$ cat config.mk
export PLATFORM = sky130hd
export DESIGN_NAME = pip_window_ctrl
export DESIGN_NICKNAME = d
export VERILOG_FILES = /design/src/rtl/pip_window_ctrl.sv
export SDC_FILE = /design/constraint.sdc
export NUM_CORES = 1
export LEC_CHECK = 0
export BUFFER_PORTS_ARGS = -buffer_cell sky130_fd_sc_hd__buf_2
export CELL_PAD_IN_SITES_DETAIL_PLACEMENT = 1
export CELL_PAD_IN_SITES_GLOBAL_PLACEMENT = 1
export CORE_ASPECT_RATIO = 1.4
export CORE_MARGIN = 3
export CORE_UTILIZATION = 35
export DETAILED_ROUTE_END_ITERATION = 10
export GPL_TIMING_DRIVEN = 0
export PLACE_DENSITY = 0.64
export SKIP_CTS_REPAIR_TIMING = 1
export SLEW_MARGIN = 25
export SYNTH_ARGS = -nofsm -noshare
export SYNTH_HDL_FRONTEND = slang
export SYNTH_SLANG_ARGS = --single-unit
$ cat constraint.sdc
create_clock -name clk -period 6.1 [get_ports clk]
set_input_delay 1.22 -clock clk [delete_from_list [all_inputs] [get_ports clk]]
set_output_delay 1.22 -clock clk [all_outputs]
set_load 0.05 [all_outputs]
$ cat src/rtl/pip_window_ctrl.sv
module pip_window_ctrl #(
  parameter int MAIN_W = 96,
  parameter int MAIN_H = 72,
  parameter int HSTEP  = 1,
  parameter int VSTEP  = 1,
  parameter int PX_W   = 8,
  parameter int LN_W   = 8,
  parameter int BORDER = 2,
  localparam int AW = $clog2((MAIN_W / 3) * (MAIN_H / 3))
) (
  input  logic          clk,
  input  logic          rst_n,
  input  logic          hsync_in,
  input  logic          vsync_in,
  input  logic          reg_we,
  input  logic [1:0]    reg_addr,
  input  logic [7:0]    reg_wdata,
  input  logic          cap_valid,
  output logic          win_active,
  output logic          border_active,
  output logic [7:0]    border_color,
  output logic [AW-1:0] rd_addr,
  output logic          cap_we
);
  localparam logic [15:0] QW = 16'(MAIN_W / 4);
  localparam logic [15:0] QH = 16'(MAIN_H / 4);
  localparam logic [15:0] TW = 16'(MAIN_W / 3);
  localparam logic [15:0] TH = 16'(MAIN_H / 3);
  localparam logic [15:0] BW = 16'(BORDER);
  localparam logic [PX_W-1:0] PX_MAX = '1;
  localparam logic [LN_W-1:0] LN_MAX = '1;

  logic [5:0] hstep_s, vstep_s, hstep_a, vstep_a;
  logic [7:0] col_s, col_a;
  logic       size_s, size_a, frz_s, frz_a;
  logic       hpol, vpol;
  logic       h_q, v_q;
  logic [PX_W-1:0] px;
  logic [LN_W-1:0] ln;

  wire h_cor  = hsync_in ^ hpol;
  wire v_cor  = vsync_in ^ vpol;
  wire h_edge = h_cor & ~h_q;
  wire v_edge = v_cor & ~v_q;

  always_ff @(posedge clk or negedge rst_n)
    if (!rst_n) begin
      hstep_s <= '0; vstep_s <= '0; col_s <= '0;
      size_s <= 1'b0; frz_s <= 1'b0; hpol <= 1'b0; vpol <= 1'b0;
    end else if (reg_we) begin
      case (reg_addr)
        2'd0: hstep_s <= reg_wdata[5:0];
        2'd1: vstep_s <= reg_wdata[5:0];
        2'd2: col_s   <= reg_wdata;
        default: begin
          size_s <= reg_wdata[0];
          frz_s  <= reg_wdata[1];
          hpol   <= reg_wdata[2];
          vpol   <= reg_wdata[3];
        end
      endcase
    end

  always_ff @(posedge clk or negedge rst_n)
    if (!rst_n) begin
      hstep_a <= '0; vstep_a <= '0; col_a <= '0; size_a <= 1'b0; frz_a <= 1'b0;
    end else if (v_edge) begin
      hstep_a <= hstep_s; vstep_a <= vstep_s; col_a <= col_s;
      size_a <= size_s; frz_a <= frz_s;
    end

  always_ff @(posedge clk or negedge rst_n)
    if (!rst_n) begin
      h_q <= 1'b0; v_q <= 1'b0; px <= PX_MAX; ln <= LN_MAX;
    end else begin
      h_q <= h_cor;
      v_q <= v_cor;
      if (h_edge) px <= '0;
      else if (px != PX_MAX) px <= px + 1'b1;
      if (v_edge) ln <= '0;
      else if (h_edge && ln != LN_MAX) ln <= ln + 1'b1;
    end

  wire [15:0] x0  = 16'(hstep_a) * 16'(HSTEP);
  wire [15:0] y0  = 16'(vstep_a) * 16'(VSTEP);
  wire [15:0] ww  = size_a ? TW : QW;
  wire [15:0] wh  = size_a ? TH : QH;
  wire [15:0] pxw = 16'(px);
  wire [15:0] lnw = 16'(ln);

  wire in_x = (pxw >= x0) && (pxw < x0 + ww);
  wire in_y = (lnw >= y0) && (lnw < y0 + wh);
  wire fr_x = (pxw + BW >= x0) && (pxw < x0 + ww + BW);
  wire fr_y = (lnw + BW >= y0) && (lnw < y0 + wh + BW);
  wire [15:0] lin_addr = (lnw - y0) * ww + (pxw - x0);

  assign win_active    = in_x && in_y;
  assign border_active = fr_x && fr_y && !win_active;
  assign border_color  = border_active ? col_a : 8'd0;
  assign rd_addr       = win_active ? lin_addr[AW-1:0] : '0;
  assign cap_we        = cap_valid && !frz_a;

  p_excl_r5: assert property (@(posedge clk) disable iff (!rst_n)
    !(win_active && border_active));
  p_addr_step_r4: assert property (@(posedge clk) disable iff (!rst_n)
    (win_active && $past(win_active) && !$past(h_edge) && !$past(v_edge))
      |-> rd_addr == $past(rd_addr) + AW'(1));
  p_field_line0_r6: assert property (@(posedge clk) disable iff (!rst_n)
    v_edge |=> (ln == '0) && (px == '0));
  p_line_adv_r6: assert property (@(posedge clk) disable iff (!rst_n)
    (h_edge && !v_edge && ln != LN_MAX) |=> (px == '0) && (ln == $past(ln) + 1'b1));
  p_load_r9: assert property (@(posedge clk) disable iff (!rst_n)
    v_edge |=> (hstep_a == $past(hstep_s)) && (frz_a == $past(frz_s)) && (col_a == $past(col_s)));
  p_hold_r9: assert property (@(posedge clk) disable iff (!rst_n)
    !v_edge |=> $stable(hstep_a) && $stable(vstep_a) && $stable(size_a) && $stable(frz_a));
endmodule

# Yosys cells after proc, flatten, opt, wreduce, memory -nomap -nowiden
# Index checks and enable logic that the tools add are counted.
totals:
  regBits: 64
  wordCells: 74
classes:
  n_mul: 1
  muxes: 8
  n_eq_ne: 4
  bitwise_logic: 7
  magnitude_cmp: 8
  reduce_logical: 19
  addsub: 11
op_table:
  columns: ["cell", "n"]
  rows:
  - ["$mux 8", 5]
  - ["$lt 8x16->1", 2]
  - ["$add 8x2->9 const B", 2]
  - ["$ge 9x6->1", 2]
  - ["$sub 8x6->9", 2]
  - ["$add 7x2->8 const B", 2]
  - ["$add 8x1->8 const B", 2]
  - ["$ge 8x6->1", 2]
  - ["$lt 8x8->1", 2]
  - ["$ne 8x8->1 const B", 2]
  - ["$add 10x10->10", 1]
  - ["$mul 9x7->10", 1]
  - ["$mux 10", 1]
  - ["$logic_and 1x1->1", 9]
  - ["$reduce_and 2->1", 4]
  - ["$add 6x5->7", 1]
  - ["$add 6x6->7", 1]
  - ["$mux 6", 1]
  - ["$mux 4", 1]
  - ["$reduce_bool 2->1", 2]
  - ["$not 1->1", 3]
  - ["$reduce_or 3->1", 1]
  - ["$and 1x1->1", 2]
  - ["$eq 2x1->1 const B", 1]
  - ["4 further kinds", 6]

# Longest topological paths before layout
# Gate-level depths: netlist of the first run.
depth:
  ltp_word: 8
  mapped_depth: 20

# Worst setup path before layout of the first run
# Ideal clock, no wire load.
synth_path:
  path_kind: "reg-to-output"
  from: "register ln[0]"
  to: "output rd_addr[9]"
  required_time_ns: 4.880
  slack_ns: -0.609
  stages_incl_launch_ff: 19
  t_arrival_ns: 5.489
  path_buffers: 0
  path_cell_list: "dfstp_2 -> inv_1 -> ha_1 -> fa_1 -> xnor2_1 -> and2_1 -> a21oi_1 -> fa_1 -> inv_1 -> fa_1 -> ha_1 -> fa_1 -> a21o_1 -> a21oi_1 -> xnor2_1 -> xnor2_1 -> a21o_1 -> a21oi_1 -> a311oi_1"
synth_via:
  elab_chain_len: 4
  word_cells_on_any_way: 8
  classes_between: "2 x add/sub; 1 x mul; 2 x order compare; 1 x mux; 2 x reduce/logical"
synth_lines:
  columns: ["item", "line", "rtl"]
  rows:
  - ["from (decl)", "39", "logic [LN_W-1:0] ln;"]
  - ["from (signal assigned)", "81", "else if (h_edge && ln != LN_MAX) ln <= ln + 1'b1;"]
  - ["$sub 8x6->9 (tied with other cells)", "95", "wire [15:0] lin_addr = (lnw - y0) * ww + (pxw - x0);"]
  - ["$mul 9x7->10 / $logic_and 1x1->1 (equally long branches)", "95, 92", null]
  - ["$add 10x10->10 / $logic_and 1x1->1 (equally long branches)", "95, 97", null]
  - ["$mux 10 *", "100", "assign rd_addr = win_active ? lin_addr[AW-1:0] : '0;"]
  - ["to (decl)", "22", "output logic [AW-1:0] rd_addr,"]
# Mark *: on every way between the ends. The rest lies on a longest branch, timed or not.

# Final worst setup path of the first run
layout_path:
  from: "register ln[1]"
  to: "output rd_addr[9]"
# Same word-level chain as after synthesis.

==> results.yml, run 1 <==
sta:
  period_needed_ps: 6130
  fin_crit_sh: 1.00
  rsz0062_at_grt: "true"
  hold_viol_final: 0
  relSlewSlack: 0.396
  timing.fmax_ghz: 0.163
  fin_ws_ps: -30.3
  worstMarginPinSlew_ps: 904
  slew_viol_final: 0
  skew_ps: 11.5
  setup_viol: 1
route:
  final_antenna_net_count: 0
  avgViaCountPerCell: 5.10
  wl_um: 12500
  wl_per_cell_um: 16.8
  vias: 3793
  first_pass_iters: 4
  drc_errors: 0
  drtIter0Drc: 105
yosys:
  syn_area_sq_um: 4980
  synth_compound_area_frac: 0.109
  yosysUniqueCellTypes: 51
  synth_edf_count: 0
  synthAdderAreaFrac: 0.221
  synth_seq_cells: 64
  synthArstFlopShare: 1.00
  yosys.area_share.simple: 0.138
  synth-main-ff-cell: "dfrtp_1"
  yosysSeqAreaShare: 0.326
  yosysWarnings: 0
  synth_xor_area_frac: 0.0819
  synthCells: 498
  synth.avg_cell_area_sq_um: 10.0
  synth_top_family_by_area: "adder cells"
  synthMuxAreaShare: 0.0832
die:
  die_w_um: 107
  start_util: 0.365
  ioPinCount: 37
  num_rows: 50
  die_area_sq_um: 15700
  die_h_um: 147
  core_area_sq_um: 13600
hold_path:
  min-delay-start: "vpol$_DFFE_PN0P_"
  hold_class: "register to register"
  min_to: "v_q$_DFF_PN0_"
  hold_depth: 1
clock_tree:
  cts_buffers: 9
  htree_levels: 3
  tritoncts: "built"
  insertion_delay_ps: 330
  path_clk_slew_ps: 60
  clock-root-buffer: "clkbuf_16"
  cts_buffer_depth: 2
  clock_sinks: 64
placement:
  place_congestion: 0.838
  hpwlAfterDp_um: 9700
  portBuffers: 36
  post-place-cells: 717
global_routing:
  grt-ovfl-total: 0
  grt_max_degree: 65
  grt_pass1_wl_um: 20100
  antenna_found_initial: 0
  grt_usage: 0.162
  grt_pass1_vias: 4120
cells_and_area:
  layout-drive-gt1-share: 0.260
  register_area_sq_um: 1620
  area_delta_synth_final_pct: 21.0
  diodes: 0
  fill_cells: 1566
  nets: 654
  finalNonFillerCells: 744
  final_core_utilization: 0.442
  multiInputGateArea_sq_um: 3340
critical_path:
  critPathCaptureType: "primary output"
  ff2ff_setup_slack_ps: 3680
  start_kind: "register"
  worstRegToRegCells: 8
  crit_type: "register to primary output"
  required_ps: 4880
  r2r-start: "hpol$_DFFE_PN0P_"
  crit-reg2reg-capture: "ln[7]$_DFFE_PN1P_"
  path_max_fanout: 5
  critPathArrivalTime_ps: 4910
flow_run:
  max_cap_violations: 0
status:
  violations: "negative setup slack"
  status: "finished, violations left"
-- worst max-delay path, stage by stage, from the launching register on --
cell      delay [ps]
dfstp_2          570
inv_1            110
ha_4             240
o21bai_1         220
a21oi_1          120
xnor2_1          220
nand2_1          120
fa_1             510
inv_2             40
fa_1             540
ha_4             210
fa_2             350
a21o_1           170
a21oi_2          170
xnor2_2          150
xnor2_2          160
a21o_1           130
a21oi_2           50
a311oi_4         290
buf_6            200
-- how the worst max path moves through the flow --
stage	start	depth (start not counted)	to
after floorplan	ln[0]$_DFFE_PN1P_	18	rd_addr[9]
after global placement	ln[0]$_DFFE_PN1P_	19	rd_addr[9]
after detailed placement	ln[0]$_DFFE_PN1P_	19	rd_addr[9]
after CTS	ln[0]$_DFFE_PN1P_	19	rd_addr[9]
after global routing	ln[1]$_DFFE_PN1P_	19	rd_addr[9]
final	ln[1]$_DFFE_PN1P_	19	rd_addr[9]
-- through the flow --
| stage | hold slack, ps | TNS [ps] | instance area (sq um) | worst slack [ps] |
|---|---|---|---|---|
| floorplan | 444 | 0 | 5000 | 8.14 |
| global placement | 462 | -289 | 5410 | -289 |
| detailed placement | 466 | -351 | 5410 | -351 |
| CTS | 475 | -3690 | 5760 | -721 |
| global route | 505 | -271 | 6030 | -228 |
| finish | 469 | -30.3 | 6030 | -30.3 |
-- state kept, by name (all words and copies together), names as in the netlist --
signal,flops
col_s,8
h_q,1
size_s,1
size_a,1
hpol,1
ln,8
vpol,1
px,8
vstep_s,6
hstep_s,6
v_q,1
hstep_a,6
frz_a,1
col_a,8
vstep_a,6
frz_s,1
-- synthesized netlist by cell type (2+ instances only) --
| master | instances | area (sq um) |
|---|---|---|
| a211oi_1 | 4 | 30.0 |
| a21o_1 | 17 | 128 |
| a21oi_1 | 20 | 100 |
| a31oi_1 | 2 | 12.5 |
| and2_1 | 16 | 100 |
| and3_1 | 5 | 31.3 |
| clkbuf_1 | 11 | 41.3 |
| dfrtp_1 | 48 | 1200 |
| dfstp_2 | 16 | 420 |
| fa_1 | 10 | 200 |
| ha_1 | 71 | 888 |
| inv_1 | 37 | 139 |
| mux2_2 | 35 | 394 |
| mux2i_1 | 2 | 20.0 |
| nand2_1 | 25 | 93.8 |
| nand2b_1 | 4 | 25.0 |
| nand3_1 | 20 | 100 |
| nand3b_1 | 3 | 22.5 |
| nand4_1 | 3 | 18.8 |
| nor2_1 | 31 | 116 |
| nor2b_1 | 7 | 43.8 |
| nor3_1 | 6 | 30.0 |
| nor3b_1 | 2 | 15.0 |
| o2111ai_1 | 2 | 17.5 |
| o21a_1 | 5 | 37.5 |
| o21ai_0 | 24 | 120 |
| o21bai_1 | 3 | 22.5 |
| o31a_1 | 2 | 17.5 |
| or3_1 | 2 | 12.5 |
| or4_1 | 2 | 15.0 |
| xnor2_1 | 29 | 254 |
| xor2_1 | 15 | 131 |
-- cells in the final DEF, fill, tap and decap left out, types with 3 or more instances in the layout --
master	instances
a211oi_1	4
a21o_1	17
a21oi_1	17
a21oi_2	3
and2_1	15
and3_1	5
buf_2	33
buf_4	12
bufinv_16	3
clkbuf_1	10
clkbuf_16	9
dfrtp_1	48
dfstp_2	16
fa_1	8
ha_1	63
ha_4	7
inv_1	34
inv_6	3
mux2_2	35
nand2_1	25
nand2b_1	4
nand3_1	20
nand3b_1	3
nand4_1	3
nor2_1	31
nor2b_1	6
nor3_1	5
o21a_1	5
o21ai_0	24
o21bai_1	3
xnor2_1	25
xnor2_2	4
xor2_1	14
-- cell type report --
type / instances / share of cell area
multi-input cells: 384 / 0.555
flip-flops and latches: 64 / 0.269
repair buffers: 47 / 0.0455
well taps: 182 / 0.0378
clock buffers: 9 / 0.0374
inverters: 38 / 0.0247
clock inverters: 7 / 0.0208
plain buffers: 13 / 0.00997
-- cells by family (layout without fill, tap and decap cells) --
logic type	Yosys count	count (layout)
xor+xnor	45	45
simple gates	132	132
buf+inv	51	114
mux	37	37
flops	64	64
other cells	1	2
compound gates	86	86
fa+ha+maj	82	82
-- per-layer routing --
metal  part of all wire  track usage  vias up  wire (um)
li1                   -            -     1856          -
met1               0.41        0.183     1867       5160
met2               0.55        0.301       55       6830
met3              0.024       0.0277       15        298
met4              0.017       0.0550        0        214
met5                  0            0        -          0
Power of run 1 is left out: the tool's default activity adds up to more than one toggle a clock period on the data nets, which glitch-free logic cannot reach.
==> inputs of run 2 (changes only) <==
--- a/config.mk
+++ b/config.mk
@@ -14,7 +14,6 @@
 export DETAILED_ROUTE_END_ITERATION = 10
 export GPL_TIMING_DRIVEN = 0
 export PLACE_DENSITY = 0.64
-export SKIP_CTS_REPAIR_TIMING = 1
 export SLEW_MARGIN = 25
 export SYNTH_ARGS = -nofsm -noshare
 export SYNTH_HDL_FRONTEND = slang
==> run 2 against run 1 <==
  * The run now ends clean
  * Final cell count up 0.54%
  * Count of clock-buffer cells in the layout unchanged
  * Die area unchanged
  * Flip-flop and latch count unchanged
  * Sequential share of layout area down 0.16 points
  * Clock skew about the same
  * Utilization up 0.30 points
  * First-iteration DRC count down 18%
  * Hold slack worse by 1.0 ps
  * Routed wire length up 0.32%
  * Setup slack better by 49 ps
  * Critical endpoint unchanged
==> results.yml, run 2 (synthesized netlist as in run 1, its figures left out) <==
status:
  status: "completed"
route:
  drtIter0Drc: 86
  first_pass_iters: 4
  vias: 3813
  final_antenna_net_count: 0
  wl_per_cell_um: 16.8
  wl_um: 12500
  avgViaCountPerCell: 5.10
  drc_errors: 0
clock_tree:
  htree_levels: 3
  insertion_delay_ps: 330
  clock-root-buffer: "clkbuf_16"
  cts_hold_buf: 0
  cts_buffer_depth: 2
  path_clk_slew_ps: 70
  tritoncts: "built"
  clock_sinks: 64
  cts_buffers: 9
placement:
  hpwlAfterDp_um: 9700
  place_congestion: 0.838
  portBuffers: 36
die:
  core_area_sq_um: 13600
  ioPinCount: 37
  die_w_um: 107
  start_util: 0.365
  die_area_sq_um: 15700
  die_h_um: 147
  num_rows: 50
cells_and_area:
  area_delta_synth_final_pct: 21.8
  layout-drive-gt1-share: 0.265
  multiInputGateArea_sq_um: 3350
  diodes: 0
  fill_cells: 1570
  nets: 658
  layout_common_cells: "63 x ha_1, 47 x dfrtp_1, 35 x mux2_2, 34 x inv_1, 33 x buf_2"
  final_common_cell: "ha_1"
  register_area_sq_um: 1620
sta:
  fin_crit_sh: 0.997
  fin_setup_tns_ps: 0
  rsz0062_at_grt: "true"
  slew_viol_final: 0
  hold_viol_final: 0
  timing.fmax_ghz: 0.164
  setup_viol: 0
  relSlewSlack: 0.398
  worstMarginPinSlew_ps: 901
  skew_ps: 11.5
  period_needed_ps: 6080
hold_path:
  hold_class: "register to register"
critical_path:
  critPathArrivalTime_ps: 4860
  required_ps: 4880
  ff2ff_setup_slack_ps: 3680
  start_kind: "register"
  critPathCaptureType: "primary output"
  path_max_fanout: 3
  crit_type: "register to primary output"
flow_run:
  max_cap_violations: 0
global_routing:
  grt-ovfl-total: 0
  grt_usage: 0.167
  antenna_found_initial: 0
  grt_pass1_wl_um: 20800
  grt_max_degree: 65
  grt_pass1_vias: 4224
run 2: cell types whose count changed in the layout (fill, tap and decap cells not counted), sizes merged:
cell and change:
buf +4
run 2: critical path, stage by stage, from the launching register on:
cell	delay, ps
dfstp_2	530
inv_2	40
ha_4	160
fa_2	410
xnor2_2	160
and2_4	190
a21oi_2	40
fa_1	520
inv_2	40
fa_1	550
ha_4	220
fa_2	340
a21o_1	200
a21oi_4	150
xnor2_2	150
xnor2_2	150
a21o_1	130
a21oi_2	50
a311oi_4	290
buf_6	200
run 2: what timing repair did:
item                       4_1_cts  5_1_grt
gates cloned                     0        0
buffers inserted                11        4
setup endpoints to repair       10       10
gates resized for setup         26        9
pin swaps                       12        4
run 2: per-layer routing:
layer,global-route usage,share of wire
met2,0.315,0.54
met1,0.188,0.41
met5,0,0
met4,0.0537,0.023
met3,0.0268,0.027
run 2: layout make-up:
class                      instances  share of cell area
tap                              182              0.0375
inverter                          38              0.0245
clock inverter                     7              0.0206
sequential                        64               0.267
buffer                            13             0.00990
timing repair buffer              51              0.0501
multi-input combinational        384               0.553
clock buffer                       9              0.0371
run 2: per-stage QoR:
step	area [sq um]	setup slack, ps	utilization	instances	hold slack, ps
6_report	6070	18.2	0.445	748	468
5_1_grt	6070	-165	0.445	748	505
4_1_cts	6010	1.61	0.441	744	475
3_5_place_dp	5410	-351	0.397	717	466
3_3_place_gp	5410	-289	0.397	717	462
2_1_floorplan	5000	8.14	-	499	444
run 2: final timing paths:
path | startpoint | end | cells after the start
min | vpol$_DFFE_PN0P_ | v_q$_DFF_PN0_ | 1
max | ln[0]$_DFFE_PN1P_ | rd_addr[9] | 19
min reg2reg | vpol$_DFFE_PN0P_ | v_q$_DFF_PN0_ | 1
max reg2reg | hpol$_DFFE_PN0P_ | ln[7]$_DFFE_PN1P_ | 8
min in group asynchronous | rst_n | col_s[2]$_DFFE_PN0P_ | 1
max in group asynchronous | rst_n | vstep_a[1]$_DFFE_PN0P_ | 1
Power of run 2 is left out for the same reason.
==> inputs of run 3 (changes only) <==
--- a/config.mk
+++ b/config.mk
@@ -9,7 +9,7 @@
 export CELL_PAD_IN_SITES_DETAIL_PLACEMENT = 1
 export CELL_PAD_IN_SITES_GLOBAL_PLACEMENT = 1
 export CORE_ASPECT_RATIO = 1.4
-export CORE_MARGIN = 3
+export CORE_MARGIN = 10
 export CORE_UTILIZATION = 35
 export DETAILED_ROUTE_END_ITERATION = 10
 export GPL_TIMING_DRIVEN = 0
==> run 3 against run 2 <==
  * Hold slack better by 3.5 ps
  * Register-to-register slack hardly changed
  * Via count is 0.37% higher
  * Cell area is 1.2% lower
  * Count of clock-buffer cells in the layout stayed put
  * Setup slack worse by 2.8 ps
  * Flip-flop and latch count stayed put
  * Critical path depth stayed put
  * Final cell count is 0.27% lower
  * Highest routed layer unchanged
==> results.yml, run 3 (synthesized netlist as in run 1, its figures left out) <==
global_routing:
  grt_pass1_wl_um: 20700
  grt_pass1_vias: 4208
  grt_usage: 0.132
  grt-ovfl-total: 0
  grt_max_degree: 48
  antenna_found_initial: 0
route:
  first_pass_iters: 4
  drtIter0Drc: 85
  wl_per_cell_um: 16.8
  drc_errors: 0
  wl_um: 12500
  final_antenna_net_count: 0
  vias: 3827
  avgViaCountPerCell: 5.13
die:
  num_rows: 51
  ioPinCount: 37
  start_util: 0.358
  die_area_sq_um: 19500
  die_w_um: 121
  die_h_um: 161
  core_area_sq_um: 13900
placement:
  place_area_sq_um: 5440
  place_congestion: 0.858
  hpwlAfterDp_um: 10000
  portBuffers: 36
cells_and_area:
  nets: 653
  diodes: 0
  design_area_sq_um: 5990
  final_common_cell: "ha_1"
  area_delta_synth_final_pct: 20.4
  layout-drive-gt1-share: 0.251
  layout_common_cells: "65 x ha_1, 47 x dfrtp_1, 35 x inv_1, 35 x mux2_2, 31 x nor2_1"
critical_path:
  ff2ff_setup_slack_ps: 3680
  start_kind: "register"
  required_ps: 4880
  crit_start: "ln[0]$_DFFE_PN1P_"
  crit_type: "register to primary output"
  critPathCaptureType: "primary output"
  critPathArrivalTime_ps: 4860
  path_max_fanout: 2
  r2r-start: "hpol$_DFFE_PN0P_"
sta:
  rsz0062_at_grt: "true"
  slew_viol_final: 0
  hold_viol_final: 0
  timing.fmax_ghz: 0.164
  setup_viol: 0
  worstMarginPinSlew_ps: 933
  skew_ps: 6.43
  relSlewSlack: 0.377
  period_needed_ps: 6080
  fin_crit_sh: 0.997
clock_tree:
  insertion_delay_ps: 330
  htree_levels: 3
  clock_sinks: 64
  path_clk_slew_ps: 60
  cts_hold_buf: 0
  tritoncts: "built"
  cts_buffer_depth: 2
  clock-root-buffer: "clkbuf_16"
  cts_buffers: 9
flow_run:
  max_cap_violations: 0
hold_path:
  min-delay-start: "hpol$_DFFE_PN0P_"
  hold_class: "register to register"
status:
  status: "completed"
[run 3: cell count changes in the layout (fill, tap and decap cells not counted), moves of 2 or more]
cell | previous run | this run
bufinv_16 | 3 | 1
clkbuf_4 | 2 | 6
inv_6 | 3 | 1
buf_2 | 33 | 28
clkinvlp_4 | 1 | 3
ha_4 | 8 | 6
buf_4 | 16 | 11
ha_1 | 63 | 65
[run 3: area by class of cell]
cell class                      instances  area (sq um)
Clock buffer                            9           225
Fill cell                            1631          7920
Multi-Input combinational cell        384          3330
Buffer                                 13          60.1
Clock inverter                          7          71.3
Tap cell                              185           231
Inverter                               38           149
Timing Repair Buffer                   46           299
Sequential cell                        64          1620
[run 3: layer usage]
layer / vias up / global-route usage / wire (um)
li1: 1846 / - / -
met1: 1901 / 0.139 / 5020
met2: 63 / 0.252 / 6760
met3: 17 / 0.0276 / 486
met4: 0 / 0.0435 / 236
met5: - / 0 / 0
[run 3: final timing paths]
check                                          to  depth (start not counted)
max                                    rd_addr[9]                         19
max reg2reg                     ln[7]$_DFFE_PN1P_                          8
min                                 h_q$_DFF_PN0_                          1
min in group asynchronous  hstep_s[0]$_DFFE_PN0P_                          1
max in group asynchronous       ln[2]$_DFFE_PN1P_                          2
min reg2reg                         h_q$_DFF_PN0_                          1
[run 3: what timing repair did]
action / in CTS / in global routing
setup buffers: 9 / 0
gates resized for setup: 24 / 15
setup endpoints to repair: 10 / 10
hold endpoints to repair: 0 / 0
pin swaps: 14 / 3
[run 3: per-stage QoR]
stage | instances | hold WS, ps | TNS, ps | setup WS [ps] | utilization
after detailed placement | 721 | 469 | -420 | -420 | 0.391
final | 746 | 472 | 0 | 15.5 | 0.431
after global routing | 746 | 508 | -164 | -164 | 0.431
after floorplan | 499 | 444 | 0 | 8.14 | -
after global placement | 720 | 461 | -297 | -297 | 0.389
after CTS | 746 | 477 | -8.19 | -8.19 | 0.427
[run 3: critical path, stage by stage, from the launching register on]
cell	delay [ps]
dfstp_2	540
inv_2	50
ha_4	160
fa_2	420
xnor2_2	150
and2_4	190
a21oi_4	30
fa_1	520
inv_1	60
fa_1	550
ha_4	220
fa_2	350
a21o_1	190
a21oi_4	140
xnor2_2	150
xnor2_2	150
a21o_1	130
a21oi_2	50
a311oi_4	290
buf_6	200
Power of run 3 is left out for the same reason.
